<file path="config.mk">
export PLATFORM = sky130hd
export DESIGN_NAME = lpbk_pattern_check
export DESIGN_NICKNAME = d
export VERILOG_FILES = /design/src/rtl/lbk_pkg.sv /design/src/rtl/lbk_patgen.sv /design/src/rtl/lbk_align.sv /design/src/rtl/lbk_judge.sv /design/src/rtl/lpbk_pattern_check.sv
export SDC_FILE = /design/constraint.sdc
export NUM_CORES = 1
export LEC_CHECK = 0
export ABC_AREA = 0
export BUFFER_PORTS_ARGS = -buffer_cell sky130_fd_sc_hd__buf_2
export CORE_UTILIZATION = 52
export DETAILED_ROUTE_END_ITERATION = 8
export PLACE_DENSITY_LB_ADDON = 0.15
export SYNTH_ARGS = -nofsm -noshare
export SYNTH_HDL_FRONTEND = slang
export SYNTH_SLANG_ARGS = --single-unit
</file>
<file path="constraint.sdc">
create_clock -name clk -period 1.71 [get_ports clk]
set_clock_uncertainty 0.2 [all_clocks]
set_input_delay 0.2565 -clock clk [delete_from_list [all_inputs] [get_ports clk]]
set_output_delay 0.2565 -clock clk [all_outputs]
set_load 0.02 [all_outputs]
</file>
<file path="src/rtl/lbk_pkg.sv">
package lbk_pkg;
  typedef enum logic [1:0] {
    PM_WALK   = 2'b00,
    PM_TOGGLE = 2'b01,
    PM_PRBS   = 2'b10,
    PM_XTALK  = 2'b11
  } pmode_e;

  localparam int SR_W = 7;

  function automatic logic [SR_W-1:0] sr_step(input logic [SR_W-1:0] s);
    return {s[SR_W-2:0], s[SR_W-1] ^ s[SR_W-2]};
  endfunction
endpackage

</file>
<file path="src/rtl/lbk_patgen.sv">
module lbk_patgen
  import lbk_pkg::*;
#(
  parameter int LANES = 8,
  parameter int IDXW  = $clog2(LANES)
) (
  input  logic             clk,
  input  logic             rst_n,
  input  logic             run,
  input  pmode_e           mode,
  input  logic [IDXW-1:0]  victim,
  input  logic [LANES-1:0] mask,
  output logic [LANES-1:0] tx_q,
  output logic             tx_v,
  output logic [LANES-1:0] lead_m
);
  logic [IDXW-1:0] ptr_q;
  logic            ph_q;
  logic [SR_W-1:0] sr_q [LANES];
  logic [LANES-1:0] word;

  // each lane owns its shift register
  for (genvar g = 0; g < LANES; g++) begin : g_sr
    always_ff @(posedge clk or negedge rst_n) begin
      if (!rst_n)   sr_q[g] <= SR_W'(g + 1);
      else if (!run) sr_q[g] <= SR_W'(g + 1);
      else          sr_q[g] <= sr_step(sr_q[g]);
    end
  end

  always_comb begin
    for (int i = 0; i < LANES; i++) begin
      unique case (mode)
        PM_WALK:   word[i] = (ptr_q == IDXW'(i));
        PM_TOGGLE: word[i] = ~ph_q;
        PM_PRBS:   word[i] = sr_q[i][SR_W-1];
        default:   word[i] = ~ph_q & (victim != IDXW'(i));
      endcase
    end
  end

  assign lead_m = word & mask;

  always_ff @(posedge clk or negedge rst_n) begin
    if (!rst_n) begin
      ptr_q <= '0;
      ph_q  <= 1'b0;
      tx_q  <= '0;
      tx_v  <= 1'b0;
    end else if (!run) begin
      ptr_q <= '0;
      ph_q  <= 1'b0;
      tx_q  <= '0;
      tx_v  <= 1'b0;
    end else begin
      ptr_q <= (ptr_q == IDXW'(LANES - 1)) ? '0 : ptr_q + 1'b1;
      ph_q  <= ~ph_q;
      tx_q  <= lead_m;
      tx_v  <= 1'b1;
    end
  end
endmodule

</file>
<file path="src/rtl/lbk_align.sv">
module lbk_align #(
  parameter int LANES   = 8,
  parameter int LAT_MAX = 4,
  localparam int LATW   = $clog2(LAT_MAX)
) (
  input  logic             clk,
  input  logic             rst_n,
  input  logic [LANES-1:0] din,
  input  logic             vin,
  input  logic [LATW-1:0]  sel,
  output logic [LANES-1:0] dout,
  output logic             vout
);
  logic [LANES-1:0] st_d [LAT_MAX];
  logic [LAT_MAX-1:0] st_v;

  for (genvar s = 0; s < LAT_MAX; s++) begin : g_st
    always_ff @(posedge clk or negedge rst_n) begin
      if (!rst_n) begin
        st_d[s] <= '0;
        st_v[s] <= 1'b0;
      end else if (s == 0) begin
        st_d[s] <= din;
        st_v[s] <= vin;
      end else begin
        st_d[s] <= st_d[(s == 0) ? 0 : s - 1];
        st_v[s] <= st_v[(s == 0) ? 0 : s - 1];
      end
    end
  end

  assign dout = st_d[sel];
  assign vout = st_v[sel];
endmodule

</file>
<file path="src/rtl/lbk_judge.sv">
module lbk_judge #(
  parameter int LANES = 8,
  parameter int IDXW  = $clog2(LANES)
) (
  input  logic             clk,
  input  logic             rst_n,
  input  logic [LANES-1:0] mism,
  input  logic             clr,
  output logic [LANES-1:0] lane_fail,
  output logic             any_fail,
  output logic [IDXW-1:0]  first_lane
);
  logic [IDXW-1:0] low_idx;

  always_comb begin
    low_idx = '0;
    for (int i = LANES - 1; i >= 0; i--)
      if (mism[i]) low_idx = IDXW'(i);
  end

  assign any_fail = |lane_fail;

  always_ff @(posedge clk or negedge rst_n) begin
    if (!rst_n) begin
      lane_fail  <= '0;
      first_lane <= '0;
    end else begin
      lane_fail <= (clr ? '0 : lane_fail) | mism;
      if ((clr || !any_fail) && (|mism)) first_lane <= low_idx;
      else if (clr)                      first_lane <= '0;
    end
  end
endmodule

</file>
<file path="src/rtl/lpbk_pattern_check.sv">
module lpbk_pattern_check
  import lbk_pkg::*;
#(
  parameter int LANES   = 8,
  parameter int LAT_MAX = 4,
  localparam int IDXW   = $clog2(LANES),
  localparam int LATW   = $clog2(LAT_MAX)
) (
  input  logic             clk,
  input  logic             rst_n,
  input  logic             lb_en,
  input  logic [1:0]       pat_mode,
  input  logic             cmp_next,
  input  logic [LATW-1:0]  loop_lat,
  input  logic [IDXW-1:0]  victim_sel,
  input  logic [LANES-1:0] lane_mask,
  input  logic             clr_fail,
  input  logic [LANES-1:0] rx_data,
  output logic [LANES-1:0] tx_data,
  output logic [LANES-1:0] lane_fail,
  output logic             any_fail,
  output logic [IDXW-1:0]  first_lane
);
  logic [LANES-1:0] tx_q, lead_m, exp_w, ref_w, mism;
  logic             tx_v, exp_v, ref_v;

  lbk_patgen #(.LANES(LANES), .IDXW(IDXW)) u_gen (
    .clk(clk), .rst_n(rst_n), .run(lb_en), .mode(pmode_e'(pat_mode)),
    .victim(victim_sel), .mask(lane_mask),
    .tx_q(tx_q), .tx_v(tx_v), .lead_m(lead_m)
  );

  // next-word compare only counts when that word is really launched
  assign ref_w = cmp_next ? lead_m : tx_q;
  assign ref_v = tx_v & (lb_en | ~cmp_next);

  lbk_align #(.LANES(LANES), .LAT_MAX(LAT_MAX)) u_dly (
    .clk(clk), .rst_n(rst_n), .din(ref_w), .vin(ref_v), .sel(loop_lat),
    .dout(exp_w), .vout(exp_v)
  );

  assign mism = (rx_data ^ exp_w) & lane_mask & {LANES{exp_v}};

  lbk_judge #(.LANES(LANES), .IDXW(IDXW)) u_jdg (
    .clk(clk), .rst_n(rst_n), .mism(mism), .clr(clr_fail),
    .lane_fail(lane_fail), .any_fail(any_fail), .first_lane(first_lane)
  );

  assign tx_data = tx_q;
endmodule

</file>
# Word level (Yosys, flattened, before mapping)
# Cells that the tools add are included.
# word_totals
reg_bits	116
out_inout_bits	20
elab_cells	114
input_bits	28
# classes
addsub	1
n_mux	38
n_lt_le_gt_ge	2
reduce_logical	9
eq_ne	16
bitwise	26
# op_table
operator	n
$mux 7	8
$mux 8	5
$mux 3	12
$and 8x8->8	3
$pmux 1 s3	8
$bmux 8 s2	1
$reduce_or 8->1	2
$eq 3x3->1 const B	4
$ne 3x3->1 const B	4
$and 1x1->1	9
$or 8x8->8	1
$xor 1x1->1	8
$xor 8x8->8	1
$eq 3x2->1 const B	2
$ne 3x2->1 const B	2
$add 3x1->3 const B	1
$eq 3x1->1 const B	1
$ge 3x3->1 const B	1
$logic_not 3->1	1
$lt 2x3->1 const B	1
$mux 1	3
$ne 3x1->1 const B	1
$not 2->3	1
$reduce_bool 3->1	1
10 further kinds	11

# Longest topological paths before layout
# logic_depth
ltp_word	16
ltp_mapped	8
ltp_nobuf	7

# Modules after synthesis
# From an unflattened synthesis, not the netlist that was laid out.
# hier_totals
cells_unflattened	328
area_unflattened_um2	4659.5
# modules_own_cells
module	instances	cells_per_inst	seq_area_each_um2	area_each_um2
lbk_patgen	1	211	1742.9	2756.4
lbk_align	1	47	900.9	1119.8
lbk_judge	1	43	275.3	520.5
lpbk_pattern_check	1	27	0.0	262.8

# Worst setup path before layout
# OpenSTA, ideal clock, no wires.
# synth_timing
path_kind	input -> register
startpoint	input port loop_lat[0]
endpoint	register u_jdg.first_lane[0]
path_slack_ns	-0.233
setup_ns	0.123
arrival_ns	1.620
required_time_ns	1.387
n_path_buf	1
cell_stages	7
cell_sequence	buf_6 mux4_2 xor2_1 a211oi_2 nand2b_1 o2111ai_1 o2bb2ai_1
# synth_via
elab_chain_cells	16
elab_cells_between_ends	21
cone_classes	mux (14); bitwise (4); reduce/logical (3)
# synth_lines
item	line	rtl
start, declared	lpbk_pattern_check.sv:14	input logic [LATW-1:0] loop_lat,
$not 2->3 (implied by the code)	lbk_align.sv:32	assign dout = st_d[sel];
$bmux 8 s2	lbk_align.sv:32	
$mux 8 (implied by the code) (2 in a row)	lbk_align.sv:32	
$xor 8x8->8	lpbk_pattern_check.sv:42	assign mism = (rx_data ^ exp_w) & lane_mask & {LANES{exp_v}};
$and 8x8->8	lpbk_pattern_check.sv:42	
$and 8x8->8 *	lpbk_pattern_check.sv:42	
$mux 3 (8 in a row)	lbk_judge.sv:18	if (mism[i]) low_idx = IDXW'(i);
$mux 3	lbk_judge.sv:29	if ((clr || !any_fail) && (|mism)) first_lane <= low_idx;
end signal, assigned	lbk_judge.sv:29	
end, declared	lbk_judge.sv:11	output logic [IDXW-1:0] first_lane
# Mark *: on every way between the ends. The rest lies on a longest branch, timed or not. The select of a mux whose other input is x is not followed.
# A chain may end at the register's enable or synchronous reset.

# Worst setup path after layout
# layout_timing
startpoint	register u_jdg.lane_fail[4]
endpoint	output port any_fail
# layout_via
elab_chain_cells	1
# layout_lines
item	line	rtl
start, declared	lbk_judge.sv:9	output logic [LANES-1:0] lane_fail,
start signal, assigned	lbk_judge.sv:28	lane_fail <= (clr ? '0 : lane_fail) | mism;
$reduce_or 8->1	lbk_judge.sv:21	assign any_fail = |lane_fail;
end, declared	lpbk_pattern_check.sv:21	output logic any_fail,
# Every way passes these cells.

==> results.yml <==
run_status:
  status: "complete, but fails checks"
  violations: "setup timing"
yosys:
  yosys_warnings: 0
  synth_edf_count: 0
  yosys.cell_count.top_type: "dfrtp_1"
  synth_top_area_share_pct: 56.0
  synth_fa_ha_area_share_pct: 1.63
  synth_common_cells: "dfrtp_1 (103), and2_1 (45), o21ai_0 (25)"
  synth_top_family_by_area: "simple AND/OR/NAND/NOR gates"
  yosys_most_used_dff: "dfrtp_1"
  synthMuxAreaShare_pct: 7.75
  synthSimpleGateAreaFrac_pct: 14.1
  synthTopCellsByArea: "dfrtp_1 (56%), dfstp_2 (7.4%), and2_1 (6.1%)"
  post_synth_xor_area_fraction_pct: 2.86
  synth-async-reset-ratio_pct: 100
  syn_avg_cell_area_um2: 12.6
  yosys.area.top_type: "dfrtp_1"
  synth_nets: 398
  syn-instance-count: 364
  ys_seq_area_share_pct: 63.5
  ys_seq_elements: 116
  synth-compound-area-share_pct: 6.94
  ys_types: 40
  synth_area_mm2: 0.00460
placement:
  pre_cts_ws_ns: -0.512
  numPortBuffers: 47
  post_dp_cell_area_mm2: 0.00515
  dpl.hpwl_mm: 6.21
  place_congestion: 0.840
timing:
  finalHoldViolCount: 0
  setup-violations-final: 5
  rsz0062_at_grt: "true"
  slew_headroom_pct: 73.4
  period_needed_ns: 2.09
  max_freq_mhz: 479
  worst_slack_ns: -0.376
  worst_slew_pin_slew_ns: 0.394
  finalCritPeriodShare_pct: 122
  slew_viol_final: 0
floorplan:
  die_area_mm2: 0.00922
  ioPinCount: 48
  die_x_um: 96.0
  coreArea_mm2: 0.00838
  start_util_pct: 54.9
  die_y_um: 96.0
  rows: 33
detailed_routing:
  wl_per_cell_um: 16.6
  vias_per_cell: 5.25
  wl_mm: 9.73
  drtAntennaViolNets: 0
  drc: 0
  firstDrtPassIters: 4
  drt_iter0_markers: 155
  vias: 3071
clock_tree:
  clock-root-buffer: "clkbuf_8"
  cts_buffers: 17
  cts_num_sinks: 116
  cts_tree: "yes"
  clockBufferDepth: 2
  h-tree-depth: 4
  clk_latency_ns: 0.50
  clk_pin_slew_ns: 0.06
layout:
  finalNetCount: 501
  area_delta_synth_final_pct: 35.9
  stdcell_area_mm2: 0.00625
  antenna_cells: 0
  multi_input_area_mm2: 0.00175
  fillers: 550
  drive_above_1_share_pct: 35.8
  area.sequential_mm2: 0.00292
setup_path:
  end_kind: "output pin"
  reg2reg_slack_ns: -0.36
  cp-startpoint: "u_jdg.lane_fail[4]"
  crit_type: "flop to output pin"
  cp.required_ns: 1.25
  crit_path_start_kind: "flop"
  r2r_start: "u_dly.st_d[8]"
  ff2ff_path_depth: 6
  worst-path-max-fanout: 2
  arrival_ns: 1.63
  rr_endpoint: "u_jdg.first_lane[0]"
  crit_end: "any_fail"
global_routing:
  grt_pass1_wl_mm: 15.4
  grt_use_total_pct: 23.0
  grt_start_max_net_pins: 45
  grt_pass1_vias: 3163
  antenna_found_initial: 0
  grt-ovfl-total: 0
pwr:
  power.static_leakage_nw: 2.96
  peakVddDrop_v: 0.000714
  p_per_area_mw_per_mm2: 1240
job:
  cap_viol_max_count: 0
worst_hold_path:
  hold_path.class: "input pin to flop"
final cells by class:
cell class              instances  area share, %
flip-flops and latches        116           46.8
multi-input cells             213           28.0
repair buffers                 99           11.4
well taps                     105           2.10
inverters                      20           1.28
clock buffers                  24           7.69
clock inverters                 8           2.78
power by group:
group	internal, W	switching, W
clock	0.00267	0.00117
sequential	0.00293	0.0000971
combinational	0.000433	0.000472
layout by cell type, fill, tap and decap left out, drive strengths merged, types with 2 or more instances in the layout:
cell type,instances
dfrtp,103
buf,83
and2,45
o21ai,26
clkbuf,24
inv,20
dlygate4sd3,16
nand2,16
dfstp,13
nor2,12
mux2i,12
nand2b,12
xnor2,10
mux2,8
nor3b,7
a21oi,7
mux4,6
ha,6
nand3,5
bufinv,5
xor2,5
nand3b,4
nor3,4
nor2b,4
o22ai,4
o2bb2ai,3
o211ai,2
a21o,2
nor4,2
clkinvlp,2
o2111ai,2
how the worst min path moves through the flow:
| stage | startpoint | end | depth (start not counted) |
|---|---|---|---|
| 2_1_floorplan | rst_n | u_dly.st_d[0] | 0 |
| 3_3_place_gp | rst_n | u_dly.st_d[7] | 1 |
| 3_5_place_dp | rst_n | u_dly.st_d[7] | 1 |
| 4_1_cts | rx_data[4] | u_jdg.lane_fail[4] | 5 |
| 5_1_grt | rx_data[7] | u_jdg.lane_fail[7] | 5 |
| 6_report | rx_data[7] | u_jdg.lane_fail[7] | 5 |
per-layer routing:
metal / track usage, % / part of all wire [%] / routed length (um)
met4: 9.83 / 1.8 / 177
met3: 6.08 / 4.0 / 393
met1: 28.5 / 44 / 4320
met5: 0 / 0 / 0
met2: 38.1 / 50 / 4840
registers in the layout (all words and copies together), names as in the netlist:
| register | count |
|---|---|
| u_gen.ph_q | 1 |
| u_dly.st_v | 4 |
| u_gen.tx_q | 8 |
| u_jdg.first_lane | 3 |
| u_gen.sr_q | 56 |
| u_dly.st_d | 32 |
| u_jdg.lane_fail | 8 |
| u_gen.ptr_q | 3 |
| u_gen.tx_v | 1 |
cells by family (layout without fill, tap and decap cells):
group,after synthesis,count (layout)
simple gates,114,114
buf+inv,35,151
compound gates,52,52
xor+xnor,15,15
fa+ha+maj,6,6
mux,26,26
flops,116,116
per-stage QoR:
stage / power (W) / hold WS [ns] / cells / utilization (%) / TNS (ns)
4_1_cts: 0.00775 / 0.00486 / 581 / 71.8 / -1.06
2_1_floorplan: 0.00345 / -0.239 / 364 / - / -0.497
3_5_place_dp: 0.00380 / -0.111 / 529 / 61.4 / -2.95
6_report: 0.00778 / 0.00555 / 585 / 74.5 / -1.19
5_1_grt: 0.00806 / 0.0188 / 585 / 74.5 / -1.92
3_3_place_gp: 0.00379 / -0.116 / 529 / 61.4 / -2.57
what timing repair did:
action / 4_1_cts / 5_1_grt
setup buffers: 4 / 5
pin swaps: 7 / 16
hold buffers: 16 / 0
endpoints found under the setup margin: 8 / 20
endpoints found under the hold margin: 146 / 0
resized for setup: 15 / 43
worst max-delay path, stage by stage, from the launching register on:
cell     delay (ns)
dfrtp_1        0.38
nor4_2         0.30
and2_1         0.19
buf_4          0.12
inv_2          0.03
buf_6          0.11
Note: power is estimated with default switching activity, not from simulation.
